## src/rtl/thermo_col_pkg.sv

```systemverilog
package thermo_col_pkg;

   // output coding controls, bundled
   typedef struct packed {
      logic msb_inv;
      logic lsb_inv;
   } coding_t;

   function automatic bit is_pow2(input int v);
      return (v > 0) && ((v & (v - 1)) == 0);
   endfunction

   // XOR mask that realises a coding on an OB-bit code (OB <= 32)
   function automatic logic [31:0] coding_mask(input coding_t c, input int ob);
      logic [31:0] m;
      m = '0;
      for (int i = 0; i < ob - 1; i++) m[i] = c.lsb_inv;
      m[ob-1] = c.msb_inv;
      return m;
   endfunction

endpackage

```

## src/rtl/thermo_bubble_fix.sv

```systemverilog
module thermo_bubble_fix #(
   parameter int N_COMP = 256,
   parameter bit FIX_EN = 1'b1
) (
   input  logic [N_COMP-1:0] raw_i,
   output logic [N_COMP-1:0] cln_o
);

   generate
      if (FIX_EN) begin : g_vote
         // below the lowest tap reads as 1, above the top tap as 0
         logic [N_COMP+1:0] ext;
         assign ext = {1'b0, raw_i, 1'b1};
         for (genvar k = 0; k < N_COMP; k++) begin : g_bit
            assign cln_o[k] = (ext[k] & ext[k+1]) |
                              (ext[k] & ext[k+2]) |
                              (ext[k+1] & ext[k+2]);
         end
      end else begin : g_pass
         assign cln_o = raw_i;
      end
   endgenerate

endmodule

```

## src/rtl/thermo_col_prio.sv

```systemverilog
module thermo_col_prio #(
   parameter int COL_W  = 64,
   localparam int FINE_B = $clog2(COL_W)
) (
   input  logic [COL_W-1:0]  seg_i,
   input  logic              below_i,
   output logic              hit_o,
   output logic [FINE_B-1:0] idx_o
);

   logic [COL_W:0]   ext;
   logic [COL_W-1:0] edge_w;

   assign ext = {seg_i, below_i};

   generate
      for (genvar i = 0; i < COL_W; i++) begin : g_edge
         assign edge_w[i] = ext[i] & ~ext[i+1];
      end
   endgenerate

   // topmost edge wins
   always_comb begin
      hit_o = 1'b0;
      idx_o = '0;
      for (int i = 0; i < COL_W; i++) begin
         if (edge_w[i]) begin
            hit_o = 1'b1;
            idx_o = FINE_B'(i);
         end
      end
   end

endmodule

```

## src/rtl/thermo_col_merge.sv

```systemverilog
module thermo_col_merge #(
   parameter int N_COL  = 4,
   parameter int FINE_B = 6,
   localparam int COARSE_B = $clog2(N_COL),
   localparam int OUT_B    = COARSE_B + FINE_B
) (
   input  logic [N_COL-1:0]        hit_i,
   input  logic [N_COL*FINE_B-1:0] idx_i,
   output logic [OUT_B-1:0]        level_o
);

   always_comb begin
      level_o = '0;
      for (int m = 0; m < N_COL; m++) begin
         if (hit_i[m]) level_o = {COARSE_B'(m), idx_i[m*FINE_B +: FINE_B]};
      end
   end

endmodule

```

## src/rtl/thermo_col_enc.sv

```systemverilog
module thermo_col_enc
   import thermo_col_pkg::*;
#(
   parameter int N_COMP     = 256,
   parameter int N_COL      = 4,
   parameter bit BUBBLE_FIX = 1'b1,
   localparam int OUT_B     = $clog2(N_COMP)
) (
   input  logic              clk_i,
   input  logic              rst_ni,
   input  logic              conv_i,
   input  logic [N_COMP-1:0] therm_i,
   input  logic              msb_inv_i,
   input  logic              lsb_inv_i,
   input  logic              rdy_inv_i,
   output logic [OUT_B-1:0]  code_o,
   output logic              ovr_o,
   output logic              rdy_o
);

   localparam int COL_W  = N_COMP / N_COL;
   localparam int FINE_B = $clog2(COL_W);

   generate
      if (!is_pow2(N_COMP) || !is_pow2(N_COL)) begin : g_err_pow2
         $error("thermo_col_enc: N_COMP and N_COL must be powers of two");
      end
      if (N_COL < 2 || COL_W < 2) begin : g_err_split
         $error("thermo_col_enc: need at least two columns of two bits");
      end
      if (OUT_B > 32) begin : g_err_wide
         $error("thermo_col_enc: output code wider than 32 bits");
      end
   endgenerate

   // capture stage
   logic [N_COMP-1:0] therm_q;
   logic              cap_vld_q;

   always_ff @(posedge clk_i or negedge rst_ni) begin
      if (!rst_ni) begin
         therm_q   <= '0;
         cap_vld_q <= 1'b0;
      end else begin
         cap_vld_q <= conv_i;
         if (conv_i) therm_q <= therm_i;
      end
   end

   // bubble filter
   logic [N_COMP-1:0] cln;

   thermo_bubble_fix #(
      .N_COMP (N_COMP),
      .FIX_EN (BUBBLE_FIX)
   ) fix_i (
      .raw_i (therm_q),
      .cln_o (cln)
   );

   // per-column fine encoders
   logic [N_COMP:0]         cln_ext;
   logic [N_COL-1:0]        col_hit;
   logic [N_COL*FINE_B-1:0] col_idx;

   assign cln_ext = {cln, 1'b1};

   generate
      for (genvar m = 0; m < N_COL; m++) begin : g_col
         thermo_col_prio #(
            .COL_W (COL_W)
         ) prio_i (
            .seg_i   (cln_ext[m*COL_W+1 +: COL_W]),
            .below_i (cln_ext[m*COL_W]),
            .hit_o   (col_hit[m]),
            .idx_o   (col_idx[m*FINE_B +: FINE_B])
         );
      end
   endgenerate

   // coarse selection
   logic [OUT_B-1:0] level;

   thermo_col_merge #(
      .N_COL  (N_COL),
      .FINE_B (FINE_B)
   ) merge_i (
      .hit_i   (col_hit),
      .idx_i   (col_idx),
      .level_o (level)
   );

   // coding and output stage
   coding_t          coding;
   logic [31:0]      mask_full;
   logic [OUT_B-1:0] inv_mask;
   logic             top_hit;

   assign coding    = '{msb_inv: msb_inv_i, lsb_inv: lsb_inv_i};
   assign mask_full = coding_mask(coding, OUT_B);
   assign inv_mask  = mask_full[OUT_B-1:0];
   assign top_hit   = cln[N_COMP-1];

   logic [OUT_B-1:0] code_q;
   logic             ovr_q;
   logic             vld_q;

   always_ff @(posedge clk_i or negedge rst_ni) begin
      if (!rst_ni) begin
         code_q <= '0;
         ovr_q  <= 1'b0;
         vld_q  <= 1'b0;
      end else begin
         vld_q <= cap_vld_q;
         if (cap_vld_q) begin
            ovr_q  <= top_hit;
            code_q <= top_hit ? '1 : (level ^ inv_mask);
         end
      end
   end

   assign code_o = code_q;
   assign ovr_o  = ovr_q;
   assign rdy_o  = vld_q ^ rdy_inv_i;

   logic unused_mask;
   assign unused_mask = ^mask_full;

endmodule

```

## config.mk

```make
export PLATFORM = sky130hd
export DESIGN_NAME = thermo_col_enc
export DESIGN_NICKNAME = d
export VERILOG_FILES = /design/src/rtl/thermo_col_pkg.sv /design/src/rtl/thermo_bubble_fix.sv /design/src/rtl/thermo_col_prio.sv /design/src/rtl/thermo_col_merge.sv /design/src/rtl/thermo_col_enc.sv
export SDC_FILE = /design/constraint.sdc
export NUM_CORES = 1
export LEC_CHECK = 0
export BUFFER_PORTS_ARGS = -buffer_cell sky130_fd_sc_hd__buf_2
export CAP_MARGIN = 20
export CELL_PAD_IN_SITES_DETAIL_PLACEMENT = 2
export CELL_PAD_IN_SITES_GLOBAL_PLACEMENT = 2
export CORE_MARGIN = 5
export CORE_UTILIZATION = 33
export CTS_BUF_LIST = sky130_fd_sc_hd__clkbuf_8 sky130_fd_sc_hd__clkbuf_16
export CTS_CLUSTER_DIAMETER = 50
export DETAILED_ROUTE_END_ITERATION = 10
export GPL_TIMING_DRIVEN = 0
export PLACE_DENSITY = 0.76
export REMOVE_ABC_BUFFERS = 1
export SETUP_SLACK_MARGIN = 0.02
export SKIP_CTS_REPAIR_TIMING = 1
export SYNTH_ARGS = -nofsm -noshare
export SYNTH_HDL_FRONTEND = slang
export SYNTH_SLANG_ARGS = --single-unit
```

## constraint.sdc

```tcl
create_clock -name clk_i -period 2.94 [get_ports clk_i]
set_clock_uncertainty 0.05 [all_clocks]
set_input_delay 0.147 -clock clk_i [delete_from_list [all_inputs] [get_ports clk_i]]
set_output_delay 0.147 -clock clk_i [all_outputs]
set_load 0.05 [all_outputs]
```

==> results.toml <==
[status]
status = "finished with violations"
violations = "setup timing"

[drt]
drc = 0
drt_pass1_iterations = 5
drt_iter0_markers = 856
vias = 19400
ant_nets = 0
avgViaCountPerCell = 5.61
wl_mm = 84.7
wl_per_cell_um = 24.5

[die]
pin_count = 272
start_util_pct = 33.1
core-area_sq_um = 58800
row_count = 89
die_area_sq_um = 64000
fp.dieH_um = 253
die_w_um = 253

[pwr]
vdd_ir_drop_max_mv = 0.510
p_leak_uw = 0.0110
powerDensity_nw_per_um2 = 589
switching_power_uw = 5710
switching_share_pct = 36.4
pwr-share-comb_pct = 30.0
p_int_uw = 9970
clockPowerShare_pct = 38.5
pwr-share-seq_pct = 31.5

[sta]
hold_ws_ns = 0.0634
setup_tns_ns = -2.55
slew_viol_final = 0
maxSlewHeadroom_pct = 44.1
period_share_pct = 119
setup_viol = 8
period_needed_ns = 3.49
timing.fmax_ghz = 0.286
setup_slack_ns = -0.553
worstMarginPinSlew_ns = 0.838
rsz0062_at_grt = "true"
hold_violations = 0

[setup_path]
cp.required_ns = 3.34
critPathLaunch = "therm_q[69]"
path_common_cell = "o21ai_0"
crit_chain = "nor2b_1 > o21ai_0 > o21ai_0 > nor2_1 > and4_1 > and2_4 > o31a_1 > o41ai_4 > a21oi_2 > nor4_2 > nor3_1"
path_delay_family = "compound AO/OA/AOI/OAI gates"
r2r-start = "therm_q[69]"
slowest_stage = "o41ai_4"
critPathMaxFanout = 7
worstSetupEndpointType = "register"
cp.arrival_ns = 3.89
crit_cells = 11
cp-start-kind = "register"
critPathKind = "register to register"
r2r_slack_ns = -0.55
worstRegToRegCells = 11
critPathMaxStageDelay_ns = 0.61
worst-path-buf-inv = 0

[global_routing]
grt_pass1_vias = 19100
antenna_found_initial = 3
grt_max_degree = 148
grt_usage_pct = 19.7
grt_pass1_wl_mm = 104
overflow = 0

[synth]
yosys.area_share.simple_pct = 22.0
synth_xor_area_share_pct = 9.12
synth-compound-area-share_pct = 19.1
synth_seq_cells = 267
synth_cell_types = 93
syn-instance-count = 2179
syn_area_sq_um = 19500
async_flop_share_pct = 100
ys_seq_area_share_pct = 34.3
muxShareOfSynthArea_pct = 10.2
synthAdderAreaFrac_pct = 0
synth_flop_cell = "dfrtp_1"
avgSynthCellArea_sq_um = 8.94
synth_top_family_by_area = "simple AND/OR/NAND/NOR gates"
synth_warnings = 0
synth-edff-count = 0

[clocking]
clk_latency_ns = 0.60
cts-root-buf = "clkbuf_16"
clockBufferDepth = 3
htreeDepth = 2
cts.clk_slew.worst_paths_ns = 0.07
cts_tree = "done"
cts_made_buffers = 49
clkSinkCount = 267

[layout]
n_fill_cell = 6171
area_growth_pct = 36.6
drive_above_1_share_pct = 27.4
finalNetCount = 2904

[worst_hold_path]
hp-start = "conv_i"
whs_path_depth = 3
hp-class = "primary input to register"

[placement]
hpwl_mm = 48.7
port_buffers = 271
place_ws_ns = -0.933
gp_congestion = 0.809

[run]
drv_cap = 0
-- synth_stat cells, drive strengths merged (29+ instances only) --
library cell	instances	share of area, %
xnor2	67	3.0
mux2	173	10
nand2b	49	1.6
nor2b	80	2.6
dfrtp	267	34
nand3	40	1.0
a21oi	72	1.8
a211oi	30	1.2
nor3	54	1.5
o21ai	134	3.4
xor2	136	6.1
clkbuf	162	3.1
nor4bb	75	3.9
inv	92	1.8
nand3b	29	1.1
nor2	88	1.7
nand2	185	3.6
-- final timing paths --
kind	end
max in group asynchronous	therm_q[76]
max reg2reg	code_o[4]
min	therm_q[232]
min reg2reg	ovr_o
max	code_o[4]
min in group asynchronous	therm_q[222]
-- state kept, by name (all words and copies together) (netlist names) --
signal / cells
vld_q: 1
code_o: 8
ovr_o: 1
therm_q: 256
cap_vld_q: 1
-- worst reg2reg max path: stages (launching register included) --
cell     delay, ns
dfrtp_1       0.47
nor2b_1       0.26
o21ai_0       0.16
o21ai_0       0.52
nor2_1        0.10
and4_1        0.24
and2_4        0.18
o31a_1        0.18
o41ai_4       0.61
a21oi_2       0.16
nor4_2        0.33
nor3_1        0.09
-- per-layer routing --
metal / vias to the layer above / global-route usage [%] / share of wire [%]
met5: - / 0 / 0.0083
met4: 2 / 5.20 / 2.3
met3: 135 / 3.20 / 3.5
met2: 409 / 34.9 / 54
met1: 9933 / 24.9 / 40
li1: 8894 / - / -
-- cell families after synthesis --
family / after synthesis
buffers and inverters: 271
AOI/OAI and AO/OA: 533
muxes: 176
and+or+nand+nor: 729
xor gates and xnor gates: 203
DFF: 267
-- stage by stage --
step	util, %	total power (uW)	std cells	cell area (sq um)
floorplan	-	7260	2000	18800
global placement	35.9	8530	3044	21100
detailed placement	36.1	8690	3048	21300
CTS	39.0	14700	3136	22900
global route	45.3	16400	3452	26600
finish	45.3	15700	3454	26600
-- final cells by class --
class	instances	area, sq um	share of cell area (%)
multi-input cells	1641	12300	46.4
flip-flops and latches	267	6740	25.3
repair buffers	591	4520	17.0
clock buffers	56	1350	5.05
well taps	773	967	3.63
clock inverters	32	350	1.32
inverters	92	345	1.30
diodes	2	5.00	0.0188
-- layout by cell type, fill, tap and decap left out, types with 46 or more instances in the layout --
| cell type | n |
|---|---|
| inv_1 | 96 |
| nor4bb_1 | 66 |
| mux2_2 | 173 |
| a21oi_1 | 70 |
| clkbuf_16 | 51 |
| nand2b_1 | 46 |
| xor2_1 | 135 |
| dfrtp_1 | 222 |
| o21ai_0 | 128 |
| nor2_1 | 87 |
| buf_4 | 52 |
| nor2b_1 | 77 |
| buf_2 | 270 |
| xnor2_1 | 66 |
| nand2_1 | 185 |
| dlygate4sd3_1 | 259 |
-- power by group through the flow --
stage	logic (uW)	clock network, uW	registers [uW]
final	4710	6030	4940
after global routing	5060	6320	5020
after CTS	3800	6060	4880
after detailed placement	3760	0	4930
after global placement	3650	0	4880
after floorplan	2510	0	4750
No activity file was read; power rests on OpenSTA's default activity.
